==> config.mk <==
export PLATFORM = sky130hd
export DESIGN_NAME = seeded_prng
export DESIGN_NICKNAME = d
export VERILOG_FILES = /design/src/rtl/prng_pkg.sv /design/src/rtl/prng_seed_ctrl.sv /design/src/rtl/prng_lfsr_core.sv /design/src/rtl/seeded_prng.sv
export SDC_FILE = /design/constraint.sdc
export NUM_CORES = 1
export LEC_CHECK = 0
export BUFFER_PORTS_ARGS = -buffer_cell sky130_fd_sc_hd__buf_2
export CAP_MARGIN = 20
export CORE_AREA = 2 2 217 219
export DETAILED_ROUTE_END_ITERATION = 10
export DIE_AREA = 0 0 219 221
export GPL_TIMING_DRIVEN = 0
export HOLD_SLACK_MARGIN = 0.06
export SETUP_SLACK_MARGIN = 0.05
export SLEW_MARGIN = 25
export SYNTH_ARGS = -nofsm -noshare
export SYNTH_HDL_FRONTEND = slang
export SYNTH_SLANG_ARGS = --single-unit
==> constraint.sdc <==
create_clock -name clk_i -period 2.3 [get_ports clk_i]
set_clock_uncertainty 0.15 [all_clocks]
set_input_delay 0.575 -clock clk_i [delete_from_list [all_inputs] [get_ports clk_i]]
set_output_delay 0.575 -clock clk_i [all_outputs]
set_load 0.02 [all_outputs]
==> src/rtl/prng_pkg.sv <==
package prng_pkg;

  localparam int unsigned DefaultWidth = 256;

  // Feedback taps for x^256 + x^254 + x^251 + x^246 + 1 (bit index = exponent - 1)
  localparam logic [DefaultWidth-1:0] DefaultTaps =
      (256'b1 << 255) | (256'b1 << 253) | (256'b1 << 250) | (256'b1 << 245);

  // Substitute state for an all-zero seed
  localparam logic [DefaultWidth-1:0] DefaultFallback = {8{32'h6A09_E667}};

  typedef enum logic [1:0] {
    SeedIdle  = 2'd0,
    SeedWait  = 2'd1,
    SeedReady = 2'd2
  } seed_state_e;

endpackage

==> src/rtl/prng_seed_ctrl.sv <==
module prng_seed_ctrl
  import prng_pkg::*;
(
  input  logic clk_i,
  input  logic rst_ni,
  input  logic start_i,
  input  logic ent_ack_i,
  output logic ent_req_o,
  output logic ready_o,
  output logic seed_load_o
);

  seed_state_e state_q, state_d;

  // A start always (re)arms the request; a pending request is simply kept.
  always_comb begin
    state_d = state_q;
    if (start_i) begin
      state_d = SeedWait;
    end else if (state_q == SeedWait && ent_ack_i) begin
      state_d = SeedReady;
    end
  end

  always_ff @(posedge clk_i or negedge rst_ni) begin
    if (!rst_ni) begin
      state_q <= SeedIdle;
    end else begin
      state_q <= state_d;
    end
  end

  assign ent_req_o   = (state_q == SeedWait);
  assign ready_o     = (state_q == SeedReady);
  assign seed_load_o = (state_q == SeedWait) && ent_ack_i;

endmodule

==> src/rtl/prng_lfsr_core.sv <==
module prng_lfsr_core #(
  parameter int unsigned       WIDTH    = 256,
  parameter logic [WIDTH-1:0]  TAPS     = '1,
  parameter logic [WIDTH-1:0]  FALLBACK = '1
) (
  input  logic             clk_i,
  input  logic             rst_ni,
  input  logic             seed_load_i,
  input  logic [WIDTH-1:0] seed_i,
  input  logic             step_i,
  output logic [WIDTH-1:0] state_o
);

  // One Fibonacci step: shift towards the MSB, feedback enters at bit 0.
  function automatic logic [WIDTH-1:0] lfsr_advance(input logic [WIDTH-1:0] s);
    return {s[WIDTH-2:0], ^(s & TAPS)};
  endfunction

  // Keep the register out of the all-zero lock-up state.
  function automatic logic [WIDTH-1:0] condition_seed(input logic [WIDTH-1:0] s);
    return (s == '0) ? FALLBACK : s;
  endfunction

  logic [WIDTH-1:0] state_q;

  always_ff @(posedge clk_i or negedge rst_ni) begin
    if (!rst_ni) begin
      state_q <= FALLBACK;
    end else if (seed_load_i) begin
      state_q <= condition_seed(seed_i);
    end else if (step_i) begin
      state_q <= lfsr_advance(state_q);
    end
  end

  assign state_o = state_q;

endmodule

==> src/rtl/seeded_prng.sv <==
module seeded_prng #(
  parameter int unsigned      WIDTH    = prng_pkg::DefaultWidth,
  parameter int unsigned      WORD     = 32,
  parameter logic [WIDTH-1:0] TAPS     = prng_pkg::DefaultTaps,
  parameter logic [WIDTH-1:0] FALLBACK = prng_pkg::DefaultFallback
) (
  input  logic             clk_i,
  input  logic             rst_ni,
  input  logic             start_i,
  input  logic             step_i,
  input  logic             ent_ack_i,
  input  logic [WIDTH-1:0] ent_data_i,
  output logic             ent_req_o,
  output logic             ready_o,
  output logic [WIDTH-1:0] value_o,
  output logic [WORD-1:0]  word_o
);

  // Internal events, named for the checker
  logic seed_load;
  logic step_fire;

  prng_seed_ctrl u_ctrl (
    .clk_i       (clk_i),
    .rst_ni      (rst_ni),
    .start_i     (start_i),
    .ent_ack_i   (ent_ack_i),
    .ent_req_o   (ent_req_o),
    .ready_o     (ready_o),
    .seed_load_o (seed_load)
  );

  assign step_fire = ready_o && step_i;

  prng_lfsr_core #(
    .WIDTH    (WIDTH),
    .TAPS     (TAPS),
    .FALLBACK (FALLBACK)
  ) u_core (
    .clk_i       (clk_i),
    .rst_ni      (rst_ni),
    .seed_load_i (seed_load),
    .seed_i      (ent_data_i),
    .step_i      (step_fire),
    .state_o     (value_o)
  );

  assign word_o = value_o[WORD-1:0];

endmodule

==> results of run 1 <==
[state kept, by name (all words and copies together), names as in the netlist]
register	count
u_ctrl.state_q	2
u_core.state_o	256
[routing by layer]
layer,vias up,wire (um),part of all wire,track usage
met4,2,2301,0.037,0.08435
met2,823,30250,0.49,0.4086
met5,-,13,0.00021,0
li1,6581,-,-,-
met1,7474,24780,0.40,0.3115
met3,135,4940,0.079,0.04275
[cells in the mapped netlist]
| library cell | count | area share |
|---|---|---|
| buf_4 | 33 | 0.019 |
| nor2_1 | 258 | 0.075 |
| a31oi_1 | 128 | 0.062 |
| buf_6 | 12 | 0.011 |
| dfrtp_1 | 130 | 0.25 |
| xnor2_1 | 3 | 0.0020 |
| buf_2 | 11 | 0.0043 |
| nand4_1 | 17 | 0.0083 |
| nand2_1 | 512 | 0.15 |
| a32oi_1 | 127 | 0.087 |
| clkbuf_1 | 93 | 0.027 |
| a21oi_1 | 2 | 0.00078 |
| dfstp_2 | 128 | 0.26 |
| buf_1 | 9 | 0.0026 |
| a22oi_1 | 1 | 0.00058 |
| nor4_1 | 68 | 0.033 |
| and2_0 | 1 | 0.00049 |
| a21o_1 | 1 | 0.00058 |
| nor2b_1 | 2 | 0.00097 |
[worst max-delay path by stage]
| stage | from | cells after the start | endpoint |
|---|---|---|---|
| finish | u_ctrl.state_q[0]$_DFFE_PN0P_ | 6 | u_core.state_o[190]$_DFFE_PN1P_ |
| CTS | ent_data_i[67] | 10 | u_core.state_o[125]$_DFFE_PN1P_ |
| floorplan | ent_data_i[194] | 7 | u_core.state_o[226]$_DFFE_PN1P_ |
| global route | ent_data_i[77] | 9 | u_core.state_o[98]$_DFFE_PN1P_ |
| detailed placement | ent_data_i[67] | 8 | u_core.state_o[142]$_DFFE_PN1P_ |
| global placement | rst_ni | 1 | u_core.state_o[235]$_DFFE_PN0P_ |
[power breakdown]
group | switching (mW) | total [mW] | internal [mW]
clock network | 2.03 | 5.02 | 3.00
registers | 1.02 | 6.93 | 5.91
logic | 3.51 | 5.51 | 2.00
total | 6.56 | 17.5 | 10.9
[logic make-up (layout without fill, tap and decap cells)]
group                     after synthesis  in the layout
and+or+nand+nor                       858            858
buffers and inverters                 158            787
xor gates and xnor gates                3              3
AOI/OAI and AO/OA                     259            259
other                                   0              3
DFF                                   258            258
[tightest hold or removal path, delay by kind of cell]
| family | cells | cell delay [ns] |
|---|---|---|
| AO/OA/AOI/OAI | 1 | 0.06 |
| buffers and inverters | 1 | 0.11 |
| AND/OR/NAND/NOR | 1 | 0.09 |
[cell usage in the layout, fill, tap and decap left out, types with 3 or more instances in the layout]
master and instances:
buf_4 35, diode_2 3, nor4_1 47, clkbuf_4 5, clkbuf_16 31, buf_2 558
a32oi_2 70, a31oi_1 128, nand2_1 512, clkbuf_2 41, dfrtp_1 130, bufinv_16 3
xnor2_1 3, buf_8 16, clkbuf_8 6, buf_12 5, nor2_1 258, a32oi_1 57
dfstp_2 128, nand4_1 17, nor4_4 8, nor4_2 13, buf_16 14, clkbuf_1 66
[layout make-up]
| class | count | area, sq um | share of cell area |
|---|---|---|---|
| antenna | 3 | 7.507 | 0.0003994 |
| timing repair buffer | 574 | 3301 | 0.1756 |
| tap | 607 | 759.5 | 0.04040 |
| clock buffer | 50 | 907.1 | 0.04826 |
| multi-input combinational | 1120 | 6137 | 0.3265 |
| sequential | 258 | 6616 | 0.3520 |
| buffer | 158 | 968.4 | 0.05152 |
| clock inverter | 5 | 100.1 | 0.005325 |
[timing repair]
| action | 4_1_cts | 5_1_grt |
|---|---|---|
| resized for setup | 97 | 122 |
| endpoints found under the hold margin | 43 | 0 |
| buffers inserted | 6 | 2 |
| hold buffers | 2 | 0 |
| gates cloned | 16 | 0 |
| pin swaps | 111 | 28 |
| setup endpoints to repair | 257 | 254 |
[per-stage QoR]
| stage | total power [mW] | utilization |
|---|---|---|
| 2_1_floorplan | 9.726 | - |
| 3_3_place_gp | 12.07 | 0.3551 |
| 3_5_place_dp | 12.17 | 0.3567 |
| 4_1_cts | 17.29 | 0.3988 |
| 5_1_grt | 18.20 | 0.4080 |
| 6_report | 17.47 | 0.4081 |
==> run metrics, run 1 <==
Layout fillers 4,752; xor and xnor fraction of the mapped netlist area 0.002046; worst-path cell chain nor2b_1 -> and2_0 -> buf_2 -> clkbuf_1 -> nand2_1 -> a32oi_2; Max Slew Vio Count 0; Hold Vio Cnt, Final 0; post-synthesis sequential area ratio 0.5152; Post-Synth Adder-Cell Area 0; worst setup margin -0.06652 ns; Final setup viols 113; Period Utilization, post-route 1.029; Hold Crit Endpoint u_core.state_o[121]$_DFFE_PN1P_; core area 0.04606 sq mm; hold_ws 0.1137 ns; Worst-Margin Slew 0.7432 ns; failing checks negative setup slack; pre-CTS WS -1.337 ns; ANT nets after route 0; Port Buf Inserts 550; Seq cells post-synth 258; hold path startpoint ent_data_i[121]; Pleak 8.519 nW; Chip Height 221 um; global-route wire length before repair 90,780 um; final global-route overflow total 0; Critical Path AT 2.70 ns; CP Capture Type flip-flop; final WL 62,290 um; DP Area 0.01643 sq mm; initial antenna violation count 4; Mapped Nets 1,797; starting density of the core 0.2788; max incr delay on CP 0.51 ns; area of the die 0.04840 sq mm; non-filler cells, final 2,775; CTS Buf Count 30; cell with the largest stage delay on the worst path clkbuf_1; Post-Syn Instances 1,536; critical path type flip-flop to flip-flop; drt first pass iters 6; Post-Synth Simple-Gate Area 0.2679; RR Startpoint u_ctrl.state_q[0]$_DFFE_PN0P_; worst-path maximum fanout 10; largest net degree at the start of global routing 90; Clock Latency Late Sink 0.57 ns; clk slew on worst S/H paths 0.06 ns; worst r2r path cells 6; final instance area 0.01880 sq mm; Clock Path Buffers 3; max frequency 422.6 MHz; Max Cap Viol 0; share of layout cells above drive strength 1 0.4333; peak supply drop 0.4977 mV; Area Growth Syn to Fin 46.37%; syn avg cell area 8.361 sq um; Vias/cell 5.411; Synth Cell Area 0.01284 sq mm; largest family of logic cells by synthesized area simple AND/OR/NAND/NOR gates; yosys warns 0; Iter 0 DRT Violations 1,194; die width 219 um; DP Cell Count 2,695; Required @ worst endpoint 2.63 ns; drc violations 0; Crit path max-delay family buffers and inverters; GRT Overall Usage 0.2426; final setup TNS -2.750 ns; io pins 551; CTS Sinks 258; gpl congestion 0.9431; mux contribution to synthesized area 0; terminus of the critical flop-to-flop path u_core.state_o[190]$_DFFE_PN1P_; Synth cell types 19; status finished, violations left; vias in the first global route 14,492; CP Launch Type flip-flop; RSZ-0062 raised after global routing true; Detailed Place HPWL 45,390 um; Synth Area in Compound Gates 0.1509; Clk Tree Root Cell clkbuf_16; min Tclk post-route 2.367 ns; relative slew slack 0.5045; fin nets 2,403; std cell rows 79; htree depth 1; R2R setup slack -0.07 ns; hold path depth 3; Routed WL per cell 22.45 um; via count 15,015; CTS tree built; CP bufs+invs 2; Worst Hold Class input pin to flip-flop; power density cells 929.3 mW/mm^2
(Power assumes the default switching activity.)
==> run 2, diff against run 1 <==
- clock period: 2.3 -> 2.35 ns (I/O delays scaled with it)
==> run 2 against run 1 <==
  * The flow still finishes with violations (negative setup slack)
  * Via count increased by 0.27%
  * Global-route usage hardly changed
  * Non-clock buffer count stayed put
  * Die area is the same
  * Power shrank 2.2%
  * Register-to-register slack gained 0.06 ns
  * Cell count about the same
  * Clock-buffer cell count did not move
  * Combinational power down 2%
  * Largest cell class unchanged
  * Largest power group unchanged
==> run metrics, run 2 (synthesis gave the netlist of run 1 again) <==
status finished, violations left; failing checks negative setup slack; Routed WL per cell 22.44 um; critical path type input pin to flip-flop; Area Growth Syn to Fin 46.15%; CTS Sinks 258; area of the die 0.04840 sq mm; CP Capture Type flip-flop; Pleak 8.475 nW; via count 15,056; cell with the largest stage delay on the worst path nor4_4; starting density of the core 0.2788; CP Launch Type input pin; max incr delay on CP 0.51 ns; DP Area 0.01643 sq mm; drt first pass iters 5; FF/Latch Area 0.006616 sq mm; hold_ws 0.1258 ns; Max Cap Viol 0; RSZ-0062 raised after global routing true; Clock Path Buffers 3; die width 219 um; htree depth 1; Worst-Margin Slew 0.7396 ns; Hold Vio Cnt, Final 0; final instance area 0.01877 sq mm; Iter 0 DRT Violations 1,219; vias in the first global route 14,501; Clock Latency Late Sink 0.57 ns; share of layout cells above drive strength 1 0.4259; total power 17.09 mW; ANT nets after route 0; worst-path cell chain buf_8 -> nor4_4 -> nand4_1 -> nor4_4 -> nand4_1 -> buf_6 -> buf_12 -> buf_8 -> a32oi_1; min Tclk post-route 2.383 ns; CTS Buf Count 30; drc violations 0; Period Utilization, post-route 1.014; clk slew on worst S/H paths 0.06 ns; Worst Hold Class input pin to flip-flop; fin nets 2,403; Largest register FFs 256; power density cells 910.5 mW/mm^2; GRT Overall Usage 0.2426; CTS tree built; final global-route overflow total 0; Critical Path AT 2.72 ns; Required @ worst endpoint 2.69 ns; largest net degree at the start of global routing 90; Max Slew Vio Count 0; max frequency 419.6 MHz; worst setup margin -0.03315 ns; Vias/cell 5.428; DP Cell Count 2,695; Layout fillers 4,755; peak supply drop 0.4880 mV; core area 0.04606 sq mm; std cell rows 79; relative slew slack 0.5069; Final setup viols 49; worst-path maximum fanout 6; multi-input logic area 0.006137 sq mm; Port Buf Inserts 550; global-route wire length before repair 90,760 um; io pins 551; most common cell after layout, fill and taps aside buf_2; Clk Tree Root Cell clkbuf_16; Detailed Place HPWL 45,390 um; highest-count cells in the layout ignoring fill and taps buf_2, nand2_1, nor2_1; Chip Height 221 um; initial antenna violation count 4; final WL 62,240 um; gpl congestion 0.9431; non-filler cells, final 2,774
-- run 2: cell types whose count changed in the layout (fill, tap and decap cells not counted) --
cell      delta
clkbuf_2    -16
clkbuf_1    +12
buf_1        +4
buf_2        +2
clkbuf_4     -2
diode_2      -1
-- run 2: cell type report --
class | instances | area share
plain buffers | 158 | 0.05026
flip-flops and latches | 258 | 0.3525
clock buffers | 50 | 0.04833
diodes | 2 | 0.0002666
well taps | 607 | 0.04046
multi-input cells | 1120 | 0.3270
clock inverters | 5 | 0.005333
repair buffers | 574 | 0.1759
-- run 2: worst max-delay path, delay by kind of cell --
family	cells	cell delay, ns
buffers and inverters	4	0.59
AOI/OAI and AO/OA	1	0.16
and+or+nand+nor	4	1.35
-- run 2: path summary, 6_finish.rpt --
check,startpoint,cells past startpoint,to,slack [ns]
worst max-delay path,ent_data_i[77],9,u_core.state_o[102]$_DFFE_PN1P_,-0.03
max in group asynchronous,rst_ni,3,u_core.state_o[190]$_DFFE_PN1P_,0.59
min in group asynchronous,rst_ni,2,u_core.state_o[99]$_DFFE_PN0P_,0.46
worst max register to register,u_ctrl.state_q[0]$_DFFE_PN0P_,6,u_core.state_o[190]$_DFFE_PN1P_,-0.01
worst min-delay path,ent_data_i[121],3,u_core.state_o[121]$_DFFE_PN1P_,0.13
worst min register to register,u_core.state_o[201]$_DFFE_PN1P_,2,u_core.state_o[202]$_DFFE_PN1P_,0.36
-- run 2: where the power goes --
| group | internal [mW] | total (mW) | switching (mW) |
|---|---|---|---|
| logic | 1.95 | 5.39 | 3.44 |
| registers | 5.78 | 6.78 | 1.00 |
| clock network | 2.93 | 4.92 | 1.98 |
| total | 10.7 | 17.1 | 6.42 |
-- run 2: metal layers --
layer / track usage / wire, um / vias up
met2: 0.4085 / 30360 / 826
met4: 0.08479 / 2245 / 2
met3: 0.04275 / 4897 / 132
met5: 0 / 13 / -
met1: 0.3114 / 24720 / 7524
li1: - / - / 6572
-- run 2: per-stage QoR --
step / utilization / setup WS [ns] / TNS (ns)
after floorplan: - / 0.3071 / 0
after global placement: 0.3551 / -4.342 / -1175.35
after detailed placement: 0.3567 / -1.300 / -199.11
after CTS: 0.3988 / -0.1401 / -4.395
after global routing: 0.4075 / -0.1969 / -21.22
final: 0.4075 / -0.03315 / -0.4934
-- run 2: timing repair --
action / 4_1_cts / 5_1_grt
endpoints found under the setup margin: 257 / 226
resized for setup: 95 / 96
endpoints found under the hold margin: 43 / 0
setup buffers: 6 / 2
cloned: 16 / 0
hold buffers: 2 / 0
pin swaps: 111 / 28
